==> src/rtl/wt_pkg.sv <==
package wt_pkg;
  localparam int SEL_W = 3;
  localparam int CTRL_RUN_BIT = 0;
  localparam int CTRL_IRQ_BIT = 1;
  localparam int STAT_FLAG_BIT = 0;

  typedef enum logic [1:0] {
    ADDR_CTRL   = 2'd0,
    ADDR_SEL    = 2'd1,
    ADDR_RELOAD = 2'd2,
    ADDR_STAT   = 2'd3
  } wtAddr_e;

  typedef struct packed {
    logic loadCnt;
    logic tickEn;
  } wtStrobe_t;
endpackage

==> src/rtl/wt_prescale.sv <==
module wt_prescale #(
  parameter int DIV_STAGES = 4,
  localparam int IDX_W = (DIV_STAGES > 1) ? $clog2(DIV_STAGES) : 1
) (
  input  logic             clk,
  input  logic             rstN,
  input  logic [IDX_W-1:0] selDiv,
  output logic             divTick
);
  logic [DIV_STAGES-1:0] preCnt;
  logic [DIV_STAGES-1:0] tapTick;

  always_ff @(posedge clk or negedge rstN) begin
    if (!rstN) preCnt <= '0;
    else       preCnt <= preCnt + 1'b1;
  end

  // tap k pulses once every 2^(k+1) clocks
  for (genvar k = 0; k < DIV_STAGES; k++) begin : g_tap
    assign tapTick[k] = &preCnt[k:0];
  end

  assign divTick = tapTick[selDiv];
endmodule

==> src/rtl/wt_ctrl.sv <==
module wt_ctrl
  import wt_pkg::*;
#(
  parameter int CNT_W = 17,
  parameter int SYNC_STAGES = 2
) (
  input  logic             clk,
  input  logic             rstN,
  input  logic             wrEn,
  input  logic [1:0]       wrAddr,
  input  logic [CNT_W-1:0] wrData,
  input  logic             divTick,
  input  logic             secTick,
  input  logic             expire,
  output wtStrobe_t        strobe,
  output logic [SEL_W-1:0] cfgSel,
  output logic [CNT_W-1:0] cfgReload,
  output logic             runEn,
  output logic             irqEn,
  output logic             wakeFlag,
  output logic             cfgOk
);
  wtAddr_e addr;
  logic ctrlWr, selWr, reloadWr, flagClr, startRun, tick;
  logic [SYNC_STAGES-1:0] syncQ;

  assign addr     = wtAddr_e'(wrAddr);
  assign ctrlWr   = wrEn && (addr == ADDR_CTRL);
  assign selWr    = wrEn && (addr == ADDR_SEL);
  assign reloadWr = wrEn && (addr == ADDR_RELOAD);
  assign flagClr  = wrEn && (addr == ADDR_STAT) && !wrData[STAT_FLAG_BIT];
  assign startRun = ctrlWr && wrData[CTRL_RUN_BIT] && !runEn;
  assign tick     = cfgSel[SEL_W-1] ? secTick : divTick;
  assign cfgOk    = syncQ[SYNC_STAGES-1];

  assign strobe.loadCnt = startRun;
  assign strobe.tickEn  = runEn && tick;

  always_ff @(posedge clk or negedge rstN) begin
    if (!rstN) begin
      runEn     <= 1'b0;
      irqEn     <= 1'b0;
      cfgSel    <= '0;
      cfgReload <= '0;
      wakeFlag  <= 1'b0;
      syncQ     <= '1;
    end else begin
      if (ctrlWr) begin
        runEn <= wrData[CTRL_RUN_BIT];
        irqEn <= wrData[CTRL_IRQ_BIT];
      end
      if (selWr && cfgOk)    cfgSel    <= wrData[SEL_W-1:0];
      if (reloadWr && cfgOk) cfgReload <= wrData;
      if (expire)       wakeFlag <= 1'b1;
      else if (flagClr) wakeFlag <= 1'b0;
      if (startRun || runEn) syncQ <= '0;
      else if (tick)         syncQ <= {syncQ[SYNC_STAGES-2:0], 1'b1};
    end
  end
endmodule

==> src/rtl/wt_datapath.sv <==
module wt_datapath
  import wt_pkg::*;
#(
  parameter int CNT_W = 17
) (
  input  logic             clk,
  input  logic             rstN,
  input  wtStrobe_t        strobe,
  input  logic [CNT_W-1:0] reload,
  output logic             expire
);
  logic [CNT_W-1:0] cnt;
  logic atZero;

  assign atZero = (cnt == '0);
  assign expire = strobe.tickEn && atZero;

  always_ff @(posedge clk or negedge rstN) begin
    if (!rstN)               cnt <= '0;
    else if (strobe.loadCnt) cnt <= reload;
    else if (strobe.tickEn)  cnt <= atZero ? reload : cnt - 1'b1;
  end
endmodule

==> src/rtl/wake_timer.sv <==
module wake_timer
  import wt_pkg::*;
#(
  parameter int CNT_W = 17,
  parameter int SYNC_STAGES = 2,
  localparam int DIV_STAGES = 4
) (
  input  logic             clk,
  input  logic             rstN,
  input  logic             secTick,
  input  logic             wrEn,
  input  logic [1:0]       wrAddr,
  input  logic [CNT_W-1:0] wrData,
  output logic             wakeFlag,
  output logic             wakeIrq,
  output logic             wakePin,
  output logic             cfgOk
);
  wtStrobe_t strobe;
  logic [SEL_W-1:0] cfgSel;
  logic [CNT_W-1:0] cfgReload;
  logic runEn, irqEn, expire, divTick;

  wt_prescale #(.DIV_STAGES(DIV_STAGES)) u_pre (
    .clk(clk), .rstN(rstN), .selDiv(cfgSel[1:0]), .divTick(divTick)
  );

  wt_ctrl #(.CNT_W(CNT_W), .SYNC_STAGES(SYNC_STAGES)) u_ctrl (
    .clk(clk), .rstN(rstN), .wrEn(wrEn), .wrAddr(wrAddr), .wrData(wrData),
    .divTick(divTick), .secTick(secTick), .expire(expire), .strobe(strobe),
    .cfgSel(cfgSel), .cfgReload(cfgReload), .runEn(runEn), .irqEn(irqEn),
    .wakeFlag(wakeFlag), .cfgOk(cfgOk)
  );

  wt_datapath #(.CNT_W(CNT_W)) u_dp (
    .clk(clk), .rstN(rstN), .strobe(strobe), .reload(cfgReload), .expire(expire)
  );

  assign wakeIrq = wakeFlag && irqEn;
  assign wakePin = wakeFlag;
endmodule

==> config.mk <==
export PLATFORM = sky130hd
export DESIGN_NAME = wake_timer
export DESIGN_NICKNAME = d
export VERILOG_FILES = /design/src/rtl/wt_pkg.sv /design/src/rtl/wt_prescale.sv /design/src/rtl/wt_ctrl.sv /design/src/rtl/wt_datapath.sv /design/src/rtl/wake_timer.sv
export SDC_FILE = /design/constraint.sdc
export NUM_CORES = 1
export LEC_CHECK = 0
export CORE_MARGIN = 2
export CORE_UTILIZATION = 61
export DETAILED_ROUTE_END_ITERATION = 10
export DONT_BUFFER_PORTS = 1
export HOLD_SLACK_MARGIN = 0.1
export PLACE_DENSITY = 0.74
export SYNTH_ARGS = -nofsm -noshare
export SYNTH_HDL_FRONTEND = slang
export SYNTH_SLANG_ARGS = --single-unit
==> constraint.sdc <==
create_clock -name clk -period 2.65 [get_ports clk]
set_clock_uncertainty 0.15 [all_clocks]
set_input_delay 0.265 -clock clk [delete_from_list [all_inputs] [get_ports clk]]
set_output_delay 0.265 -clock clk [all_outputs]
set_load 0.02 [all_outputs]
==> impl_metrics.ini <==
[run_status]
status = finished clean

[global_routing]
antenna_found_initial = 0
gr-total-overflow = 0
grt_max_degree = 47
grt_pass1_vias = 1802
grt_pass1_wl_um = 8470
grt_usage_pct = 25.9

[cells_and_area]
seq_area_um2 = 1150
multiInputGateArea_um2 = 1140
num_antenna_cells = 0
fillers = 276
area_growth_pct = 16.3
drive_gt1_share_pct = 19.1
nets = 267

[power]
cellPowerDensity_nw_per_um2 = 893
p_leak_nw = 1.20
design_power_total_mw = 2.50
peakVddDrop_mv = 0.663

[detailed_routing]
first_pass_iters = 4
drc_errors = 0
drtIter0Drc = 89
routed_wl_um = 5220
vias = 1812
ant_nets = 0
wl_per_cell_um = 18.1
viasPerCell = 6.27

[clock_network]
post_cts_resized = 0
cts_made_buffers = 5
cts_tree = built
worstSkewPairLatency_ps = 300
clkSinkCount = 46
root_buffer = clkbuf_8
cts_buffer_depth = 2
htreeDepth = 2
clkTransAtPathRegs_ps = 90
post-cts-setup-buffers = 0
postCtsHoldBufs = 24

[timing]
slew_viol_final = 0
max_slew_margin_pct = 72.6
period_minus_slack_ps = 2310
setup_viol = 0
finalWorstSetupSlack_ps = 338
rsz0062_at_grt = false
fmax_mhz = 433
fin_tns_setup_ps = 0
whs_ps = 109
hold_viol_final = 0
period_share_pct = 87.2
tightest_slew_ps = 412

[place]
numPortBuffers = 0
gp_congestion = 0.816
dp_slack_ps = 357
dp.final_hpwl_um = 3260

[worst_setup_path]
cp-end-kind = flop
critical_path_required_ps = 2700
reg2reg_depth = 8
startpoint = u_pre.preCnt[0]$_DFF_PN0_
start_kind = flop
critPathMaxFanout = 11
r2r_setup_slack_ps = 340
cp_data_arrival_time_ps = 2360
r2r-end = u_dp.cnt[0]$_DFFE_PN0P_
reg2reg_from = u_pre.preCnt[0]$_DFF_PN0_
crit_type = flop to flop

[logic_synthesis]
yosysMostFrequentCell = dfrtp_1
synth_edf_count = 0
syn_inst = 212
synthTopCellsByCount = dfrtp_1 (44), mux2_2 (22), mux2i_1 (17)
avgSynthCellArea_um2 = 11.3
ys_types = 43
synth_top_family_by_area = multiplexers
synth_top_cell_area_share_pct = 45.8
synthAdderAreaFrac_pct = 2.08
synth_simple_gate_area_share_pct = 15.7
ys_warn_count = 0
yosys_register_bits = 46
syn_nets = 239
synth-async-reset-ratio_pct = 100
synth-xor-area-share_pct = 0.364
synth_ff_type = dfrtp_1
synth.area.mux_share_pct = 17.4
synth_compound_area_share_pct = 11.8
ys_seq_area_share_pct = 47.9
yosys.area.top_type = dfrtp_1
synth_area_um2 = 2410
yosys-top-cells-area = dfrtp_1 (46%), mux2_2 (10%), mux2i_1 (7.1%)

[run]
drv_cap = 0

[min_path]
hold_path_depth = 2
hp-class = input pin to flop
hold_path_end = u_ctrl.syncQ[1]$_DFFE_PN1P_
hold_path.startpoint = wrData[0]

[floorplanning]
dieArea_um2 = 4460
initial_core_util_pct = 64.7
std_cell_rows = 22
pin_count = 27
dieHeight_um = 66.8
coreArea_um2 = 3720
die_w_um = 66.8
registers in the layout, indices dropped and copies added (netlist names):
| register | cells |
|---|---|
| u_ctrl.cfgReload | 17 |
| u_dp.cnt | 17 |
| u_pre.preCnt | 4 |
| u_ctrl.cfgSel | 3 |
| u_ctrl.syncQ | 2 |
| u_ctrl.irqEn | 1 |
| u_ctrl.runEn | 1 |
| u_ctrl.wakeFlag | 1 |
kinds of logic after synthesis:
group,count (synthesis)
flip-flops,46
multiplexers,39
AO/OA/AOI/OAI,38
XOR/XNOR,1
buffers and inverters,22
adder cells (fa/ha/maj),4
AND/OR/NAND/NOR,62
metal layers:
metal | share of wire, % | vias up | wire length, µm | global-route usage [%]
met5 | 0 | - | 0 | 0
met4 | 1.3 | 0 | 70 | 8.93
met3 | 4.5 | 9 | 236 | 4.90
met2 | 52 | 58 | 2740 | 44.1
met1 | 42 | 908 | 2170 | 33.1
li1 | - | 837 | - | -
layout by cell type (no fill, tap or decap), types with 3 or more instances in the layout:
cell type,count
a22oi_1,5
and2_1,3
and3_1,3
buf_4,5
clkbuf_8,5
dfrtp_1,44
dlygate4sd3_1,23
ha_1,4
inv_1,13
mux2_2,22
mux2i_1,17
nand2_1,7
nand3_1,3
nand4_1,3
nand4b_1,3
nor2_1,11
nor3_1,12
nor4_1,4
o21ai_0,12
o21ai_1,3
o2bb2ai_1,10
or4_1,3
worst max-delay path by stage:
stage,end,slack [ps],cells past startpoint
2_1_floorplan,u_dp.cnt[11]$_DFFE_PN0P_,600,8
3_3_place_gp,u_dp.cnt[0]$_DFFE_PN0P_,470,8
3_5_place_dp,u_dp.cnt[0]$_DFFE_PN0P_,360,8
4_1_cts,u_dp.cnt[0]$_DFFE_PN0P_,340,8
5_1_grt,u_dp.cnt[0]$_DFFE_PN0P_,200,8
6_report,u_dp.cnt[0]$_DFFE_PN0P_,340,8
worst max-delay path: stages (launching register included):
cell     delay (ps)
dfrtp_1         400
ha_1            190
ha_1            150
mux2i_1          60
or3_1           360
a41oi_2         310
buf_4           240
nor2_1           50
a311o_1         300
power by group:
group / total (mW) / leakage (nW) / internal, mW / switching, mW
Sequential: 1.28 / 0.577 / 0.992 / 0.288
Clock: 0.418 / 0.0450 / 0.183 / 0.234
Combinational: 0.802 / 0.581 / 0.419 / 0.383
through the flow:
stage               cell area (µm²)  std cells  utilization (%)
floorplan                      2410        212                -
global placement               2460        257             66.1
detailed placement             2460        257             66.1
CTS                            2800        289             75.3
global route                   2800        289             75.3
finish                         2800        289             75.3
layout make-up:
| cell class | instances | share of cell area, % |
|---|---|---|
| Clock buffer | 6 | 2.59 |
| Tap cell | 48 | 2.15 |
| Clock inverter | 2 | 0.358 |
| Multi-Input combinational cell | 144 | 40.7 |
| Timing Repair Buffer | 30 | 11.3 |
| Inverter | 13 | 1.74 |
| Sequential cell | 46 | 41.2 |
Note: power is estimated with default switching activity, not from simulation.
